--- config.mk ---
export PLATFORM = sky130hd
export DESIGN_NAME = ackt_tracker
export DESIGN_NICKNAME = d
export VERILOG_FILES = /design/src/rtl/ackt_pkg.sv /design/src/rtl/ackt_link_mem.sv /design/src/rtl/ackt_pend_dec.sv /design/src/rtl/ackt_tracker.sv
export SDC_FILE = /design/constraint.sdc
export NUM_CORES = 1
export LEC_CHECK = 0
export BUFFER_PORTS_ARGS = -buffer_cell sky130_fd_sc_hd__buf_2
export CELL_PAD_IN_SITES_DETAIL_PLACEMENT = 2
export CELL_PAD_IN_SITES_GLOBAL_PLACEMENT = 2
export CORE_AREA = 2 2 400 283
export CTS_BUF_LIST = sky130_fd_sc_hd__clkbuf_2 sky130_fd_sc_hd__clkbuf_4 sky130_fd_sc_hd__clkbuf_8
export DETAILED_ROUTE_END_ITERATION = 16
export DIE_AREA = 0 0 402 285
export GPL_ROUTABILITY_DRIVEN = 0
export PLACE_DENSITY = 0.61
export SLEW_MARGIN = 20
export SYNTH_ARGS = -nofsm -noshare
export SYNTH_HDL_FRONTEND = slang
export SYNTH_SLANG_ARGS = --single-unit
--- constraint.sdc ---
create_clock -name clk -period 3.7 [get_ports clk]
set_input_delay 0.555 -clock clk [delete_from_list [all_inputs] [get_ports clk]]
set_output_delay 0.555 -clock clk [all_outputs]
set_load 0.005 [all_outputs]
--- src/rtl/ackt_pkg.sv ---
package ackt_pkg;
   localparam int ID_W = 10;
   localparam logic [ID_W-1:0] ACKT_SPUR = 10'h3FF;
   typedef enum logic [0:0] {ACKT_IDLE, ACKT_WALK} ackt_state_e;
endpackage

--- src/rtl/ackt_link_mem.sv ---
module ackt_link_mem import ackt_pkg::*; #(
   parameter int NUM_SRC = 32
) (
   input  logic                       clk,
   input  logic                       rst_n,
   input  logic                       we,
   input  logic [$clog2(NUM_SRC)-1:0] waddr,
   input  logic [ID_W-1:0]            wdata,
   input  logic [$clog2(NUM_SRC)-1:0] raddr_a,
   output logic [ID_W-1:0]            rdata_a,
   input  logic [$clog2(NUM_SRC)-1:0] raddr_b,
   output logic [ID_W-1:0]            rdata_b
);
   localparam int AW = $clog2(NUM_SRC);

   logic [ID_W-1:0] link_q [NUM_SRC];

   for (genvar i = 0; i < NUM_SRC; i++) begin : g_ent
      always_ff @(posedge clk or negedge rst_n) begin
         if (!rst_n) begin
            link_q[i] <= ACKT_SPUR;
         end else if (we && waddr == AW'(i)) begin
            link_q[i] <= wdata;
         end
      end
   end

   assign rdata_a = link_q[raddr_a];
   assign rdata_b = link_q[raddr_b];
endmodule

--- src/rtl/ackt_pend_dec.sv ---
module ackt_pend_dec #(
   parameter int NUM_SRC = 32
) (
   input  logic                       ack_fire,
   input  logic [$clog2(NUM_SRC)-1:0] ack_idx,
   input  logic                       cmp_fire,
   input  logic [$clog2(NUM_SRC)-1:0] cmp_idx,
   input  logic [NUM_SRC-1:0]         src_edge,
   input  logic [NUM_SRC-1:0]         src_all,
   input  logic [NUM_SRC-1:0]         src_en,
   input  logic [NUM_SRC-1:0]         src_level,
   input  logic [NUM_SRC-1:0]         src_tgt,
   output logic [NUM_SRC-1:0]         set_v,
   output logic [NUM_SRC-1:0]         clr_self_v,
   output logic [NUM_SRC-1:0]         clr_all_v
);
   localparam int AW = $clog2(NUM_SRC);

   for (genvar i = 0; i < NUM_SRC; i++) begin : g_src
      logic ack_here;
      logic cmp_here;
      assign ack_here      = ack_fire && (ack_idx == AW'(i));
      assign cmp_here      = cmp_fire && (cmp_idx == AW'(i));
      assign set_v[i]      = cmp_here && !src_edge[i] && src_en[i] && src_level[i] && src_tgt[i];
      assign clr_self_v[i] = ack_here && !src_all[i];
      assign clr_all_v[i]  = ack_here &&  src_all[i];
   end
endmodule

--- src/rtl/ackt_tracker.sv ---
module ackt_tracker import ackt_pkg::*; #(
   parameter int NUM_SRC = 32,
   parameter int PRIO_W  = 8
) (
   input  logic                        clk,
   input  logic                        rst_n,
   input  logic                        ack_req,
   output logic                        ack_vld,
   output logic [9:0]                  ack_id,
   input  logic                        cmp_req,
   input  logic [9:0]                  cmp_id,
   input  logic [9:0]                  hp_id,
   input  logic [PRIO_W-1:0]           hp_prio,
   input  logic [NUM_SRC*PRIO_W-1:0]   src_prio,
   input  logic [NUM_SRC-1:0]          src_edge,
   input  logic [NUM_SRC-1:0]          src_all,
   input  logic [NUM_SRC-1:0]          src_en,
   input  logic [NUM_SRC-1:0]          src_level,
   input  logic [NUM_SRC-1:0]          src_tgt,
   output logic [NUM_SRC-1:0]          pend_set,
   output logic [NUM_SRC-1:0]          pend_clr_self,
   output logic [NUM_SRC-1:0]          pend_clr_all,
   output logic [9:0]                  run_id,
   output logic [PRIO_W:0]             run_prio,
   output logic                        busy
);
   localparam int AW = $clog2(NUM_SRC);
   localparam int CW = $clog2(NUM_SRC + 1);
   localparam logic [ID_W-1:0] LIM_ID    = ID_W'(NUM_SRC);
   localparam logic [PRIO_W:0] IDLE_PRIO = (PRIO_W+1)'(1) << PRIO_W;
   localparam logic [CW-1:0]   STEP_MAX  = CW'(NUM_SRC - 1);

   if (NUM_SRC < 2 || NUM_SRC > 512) begin : g_bad_src
      $error("ackt_tracker: NUM_SRC must lie in 2..512");
   end
   if (PRIO_W < 1 || PRIO_W > 16) begin : g_bad_prio
      $error("ackt_tracker: PRIO_W must lie in 1..16");
   end

   ackt_state_e     state_q;
   logic [AW-1:0]   walk_cur_q;
   logic [AW-1:0]   walk_tgt_q;
   logic [CW-1:0]   walk_cnt_q;

   logic [PRIO_W-1:0] prio_arr [NUM_SRC];
   for (genvar i = 0; i < NUM_SRC; i++) begin : g_prio
      assign prio_arr[i] = src_prio[i*PRIO_W +: PRIO_W];
   end

   function automatic logic [PRIO_W:0] prio_of(input logic [ID_W-1:0] id);
      if (id < LIM_ID) return {1'b0, prio_arr[id[AW-1:0]]};
      return IDLE_PRIO;
   endfunction

   function automatic logic [ID_W-1:0] widen(input logic [AW-1:0] x);
      return {{(ID_W-AW){1'b0}}, x};
   endfunction

   logic idle, ack_go, ack_take, cmp_go, cmp_ok, cmp_pop, cmp_walk;
   assign idle     = (state_q == ACKT_IDLE);
   assign ack_go   = ack_req && idle;
   assign ack_take = ack_go && (hp_id < LIM_ID) && ({1'b0, hp_prio} < run_prio);
   assign cmp_go   = cmp_req && idle && !ack_req;
   assign cmp_ok   = cmp_go && (cmp_id < LIM_ID) && (run_id != ACKT_SPUR);
   assign cmp_pop  = cmp_ok && (cmp_id == run_id);
   assign cmp_walk = cmp_ok && !cmp_pop;

   logic [AW-1:0]   rd_a_addr, wr_addr;
   logic [ID_W-1:0] rd_a, rd_b, wr_data;
   logic            wr_en, walk_hit, walk_end;

   assign rd_a_addr = idle ? run_id[AW-1:0] : walk_cur_q;
   assign walk_hit  = !idle && (rd_a == widen(walk_tgt_q));
   assign walk_end  = !idle && (walk_hit || rd_a >= LIM_ID || walk_cnt_q == STEP_MAX);
   assign wr_en     = ack_take || walk_hit;
   assign wr_addr   = ack_take ? hp_id[AW-1:0] : walk_cur_q;
   assign wr_data   = ack_take ? run_id : rd_b;

   ackt_link_mem #(.NUM_SRC(NUM_SRC)) u_link (
      .clk     (clk),
      .rst_n   (rst_n),
      .we      (wr_en),
      .waddr   (wr_addr),
      .wdata   (wr_data),
      .raddr_a (rd_a_addr),
      .rdata_a (rd_a),
      .raddr_b (walk_tgt_q),
      .rdata_b (rd_b)
   );

   logic [NUM_SRC-1:0] set_v, clr_self_v, clr_all_v;

   ackt_pend_dec #(.NUM_SRC(NUM_SRC)) u_dec (
      .ack_fire   (ack_take),
      .ack_idx    (hp_id[AW-1:0]),
      .cmp_fire   (cmp_ok),
      .cmp_idx    (cmp_id[AW-1:0]),
      .src_edge   (src_edge),
      .src_all    (src_all),
      .src_en     (src_en),
      .src_level  (src_level),
      .src_tgt    (src_tgt),
      .set_v      (set_v),
      .clr_self_v (clr_self_v),
      .clr_all_v  (clr_all_v)
   );

   always_ff @(posedge clk or negedge rst_n) begin
      if (!rst_n) begin
         state_q       <= ACKT_IDLE;
         walk_cur_q    <= '0;
         walk_tgt_q    <= '0;
         walk_cnt_q    <= '0;
         run_id        <= ACKT_SPUR;
         run_prio      <= IDLE_PRIO;
         ack_vld       <= 1'b0;
         ack_id        <= ACKT_SPUR;
         pend_set      <= '0;
         pend_clr_self <= '0;
         pend_clr_all  <= '0;
      end else begin
         ack_vld       <= ack_go;
         ack_id        <= ack_take ? hp_id : ACKT_SPUR;
         pend_set      <= set_v;
         pend_clr_self <= clr_self_v;
         pend_clr_all  <= clr_all_v;
         case (state_q)
            ACKT_IDLE: begin
               if (ack_take) begin
                  run_id   <= hp_id;
                  run_prio <= {1'b0, hp_prio};
               end else if (cmp_pop) begin
                  run_id   <= rd_a;
                  run_prio <= prio_of(rd_a);
               end else if (cmp_walk) begin
                  state_q    <= ACKT_WALK;
                  walk_cur_q <= run_id[AW-1:0];
                  walk_tgt_q <= cmp_id[AW-1:0];
                  walk_cnt_q <= '0;
               end
            end
            default: begin
               if (walk_end) begin
                  state_q <= ACKT_IDLE;
               end else begin
                  walk_cur_q <= rd_a[AW-1:0];
                  walk_cnt_q <= walk_cnt_q + 1'b1;
               end
            end
         endcase
      end
   end

   assign busy = !idle;
endmodule

==> impl_metrics.tcl <==
set metrics [dict create \
    fin_skew_ns 0.0659 \
    grt_util_all_layers_pct 28.3 \
    clk_pin_slew_ns 0.07 \
    antenna_found_initial 18 \
    yosys_most_used_dff "dfstp_2" \
    status "finished, violations left" \
    setup_viol_count_final 340 \
    wl_per_cell_um 33.2 \
    worst-r2r-setup-slack_ns -0.74 \
    clock-root-buffer "clkbuf_8" \
    syn_inst 2465 \
    end_kind "register" \
    setup_slack_ns -0.742 \
    hold_start "src_en[17]" \
    syn2layout_area_growth_pct 47.1 \
    dieHeight_um 285 \
    synth_cell_types 77 \
    crit_top_cell "buf_12" \
    crit_family "compound AO/OA/AOI/OAI gates" \
    syn_avg_cell_area_um2 11.2 \
    startpoint "busy" \
    path_max_fanout 4 \
    crit_type "register to register" \
    first_global_vias 29900 \
    first_iter_violations 2680 \
    max_stage_delay_ns 0.74 \
    fin_crit_sh_pct 120 \
    max_freq_mhz 225 \
    nFillCells 11800 \
    r2r_start "busy" \
    fin_cells 5031 \
    drive_gt1_share_pct 62.0 \
    routed_wl_mm 167 \
    finalHoldViolations 0 \
    slew_headroom_pct 27.8 \
    tightest_slew_ns 1.08 \
    p_per_area_mw_per_mm2 498 \
    required_ns 4.27 \
    violations "setup timing" \
    synth-seq-cells 463 \
    p_leak_nw 17.1 \
    overflow 0 \
    synthArstFlopShare_pct 100 \
    cts.path.max_buffers 3 \
    vias 28200 \
    period_needed_ns 4.44 \
    core_area_mm2 0.111 \
    post-route-util_pct 36.4 \
    cts_tree "yes" \
    yosys_warnings 0 \
    cts.sinks 463 \
    design_area_mm2 0.0405 \
    dieArea_mm2 0.115 \
    hold-path-cell-count 3 \
    synth.net_count 2921 \
    io_buffers 574 \
    ys_seq_area_share_pct 43.6 \
    dp_hpwl_mm 123 \
    fin_nets 3946 \
    slew_violations 0 \
    cts_made_buffers 79 \
    crit_buf_inv 7 \
    start_kind "register" \
    hp-class "input port to register" \
    r2r_end "run_prio[2]" \
    first_pass_iters 6 \
    clock_latency_ns 0.80 \
    critPathSlowestCell "a222oi_1" \
    r2r_cells 16 \
    crit_chain "buf_12 -> mux2_4 -> buf_12 -> buf_4 -> mux2_2 -> a22oi_2 -> and4b_2 -> nor4_4 -> buf_6 -> inv_8 -> buf_12 -> buf_8 -> a211oi_4 -> a21oi_2 -> a222oi_1 -> nand3_1" \
    htreeDepth 3 \
    grt_max_degree 116 \
    rsz0062_at_grt "true" \
    max-vdd-ir-drop_mv 0.366 \
    rows 103 \
    syn_area_mm2 0.0275 \
    grt_pass1_wl_mm 233 \
    placed_area_mm2 0.0353 \
    maxCapViolations 0 \
    ant_nets 0 \
    crit_arrival_ns 5.01 \
    drc 0 \
    initial_core_util_pct 24.7 \
    min_to "pend_set[17]" \
    die_w_um 402 \
    dp.cells 4709 \
    io_pins 575 \
    viasPerCell 5.60 \
    synth_edf_count 0 \
]
-- worst max-delay path by stage --
| stage | to | slack (ns) | cells past startpoint |
|---|---|---|---|
| after global placement | run_prio[2] | -1.20 | 15 |
| after global routing | run_prio[2] | -0.78 | 19 |
| after floorplan | u_link.link_q[310] | -0.06 | 14 |
| final | run_prio[2] | -0.74 | 16 |
| after CTS | u_link.link_q[281] | -0.49 | 17 |
| after detailed placement | run_prio[2] | -1.21 | 16 |
-- repair_timing --
item | in CTS | in global routing
hold buffers | 63 | 0
setup endpoints to repair | 341 | 340
hold endpoints to repair | 119 | 0
cloned | 17 | 1
resized for setup | 308 | 64
pin swaps | 115 | 34
buffers inserted | 78 | 22
-- cell usage in the layout (no fill, tap or decap), types with 78 or more instances in the layout --
cell      instances
buf_4           327
clkbuf_8         98
mux2_2          332
buf_2           573
dfrtp_1         118
nand2_1         168
mux4_2          111
nor2_1          127
dfstp_2         341
mux2i_1          78
-- cells in the mapped netlist, types with 36 or more instances --
library cell  count  area share [%]
a21oi_1          59             1.1
a22o_1           57             1.8
and2_1           36            0.82
and3_1           37            0.84
clkbuf_1        118             1.6
dfrtp_1         122              11
dfstp_2         341              33
inv_1            36            0.49
mux2_2          336              14
mux2i_1          84             3.1
mux4_2          111             9.1
nand2_1         191             2.6
nand2b_1         56             1.3
nand3_1          55             1.0
nor2_1          133             1.8
nor3_1           81             1.5
o21ai_0          69             1.3
o22ai_1          84             1.9
-- tightest hold or removal path, stage by stage --
cell and delay, ns:
buf_2 0.10, nand4b_1 0.08, nor3_1 0.05
-- sequential cells by signal, summed over array words and instances (netlist names) --
register	count
walk_cur_q	5
walk_tgt_q	5
walk_cnt_q	6
ack_vld	1
run_id	10
ack_id	10
pend_clr_all	32
u_link.link_q	320
run_prio	9
pend_clr_self	32
busy	1
pend_set	32
-- report_power, final --
| part | leakage, nW | switching (mW) | internal (mW) |
|---|---|---|---|
| Combinational | 11.0 | 5.20 | 4.10 |
| Clock | 0.935 | 2.50 | 2.91 |
| Sequential | 5.19 | 0.215 | 5.25 |
| Total | 17.1 | 7.92 | 12.3 |
-- layout make-up --
| cell class | instances | area [µm²] | share of cell area, % |
|---|---|---|---|
| timing repair buffer | 1120 | 8620 | 21.3 |
| multi-input combinational | 1788 | 16100 | 39.7 |
| sequential | 463 | 12000 | 29.7 |
| clock inverter | 20 | 225 | 0.556 |
| tap | 1470 | 1840 | 4.54 |
| clock buffer | 125 | 1550 | 3.83 |
| antenna | 7 | 17.5 | 0.0432 |
| inverter | 38 | 150 | 0.371 |
-- kinds of logic after synthesis --
logic type	after synthesis	synth area share, %
AND/OR/NAND/NOR	735	13.7
XOR/XNOR	14	0.445
adder cells (fa/ha/maj)	8	0.363
multiplexers	532	25.9
flip-flops	463	43.6
AO/OA/AOI/OAI	493	12.8
buffers and inverters	220	3.23
-- stage by stage --
step                      power [mW]  hold slack (ns)  setup TNS (ns)  setup slack (ns)
after detailed placement        12.9            0.489         -289.14             -1.21
after floorplan                 9.06            0.259           -2.25           -0.0595
after global placement          12.7            0.479         -268.52             -1.20
after CTS                       19.7         0.000717         -122.03            -0.490
final                           20.2           0.0432         -193.73            -0.742
after global routing            20.8           0.0471         -210.91            -0.776
-- layer usage --
layer / global-route usage [%] / up-vias / wire length (µm)
li1: - / 11500 / -
met1: 40.1 / 15000 / 74500
met2: 40.4 / 1425 / 70100
met3: 9.49 / 289 / 17600
met4: 8.46 / 16 / 4860
met5: 0 / - / 115
(Power assumes the default switching activity.)
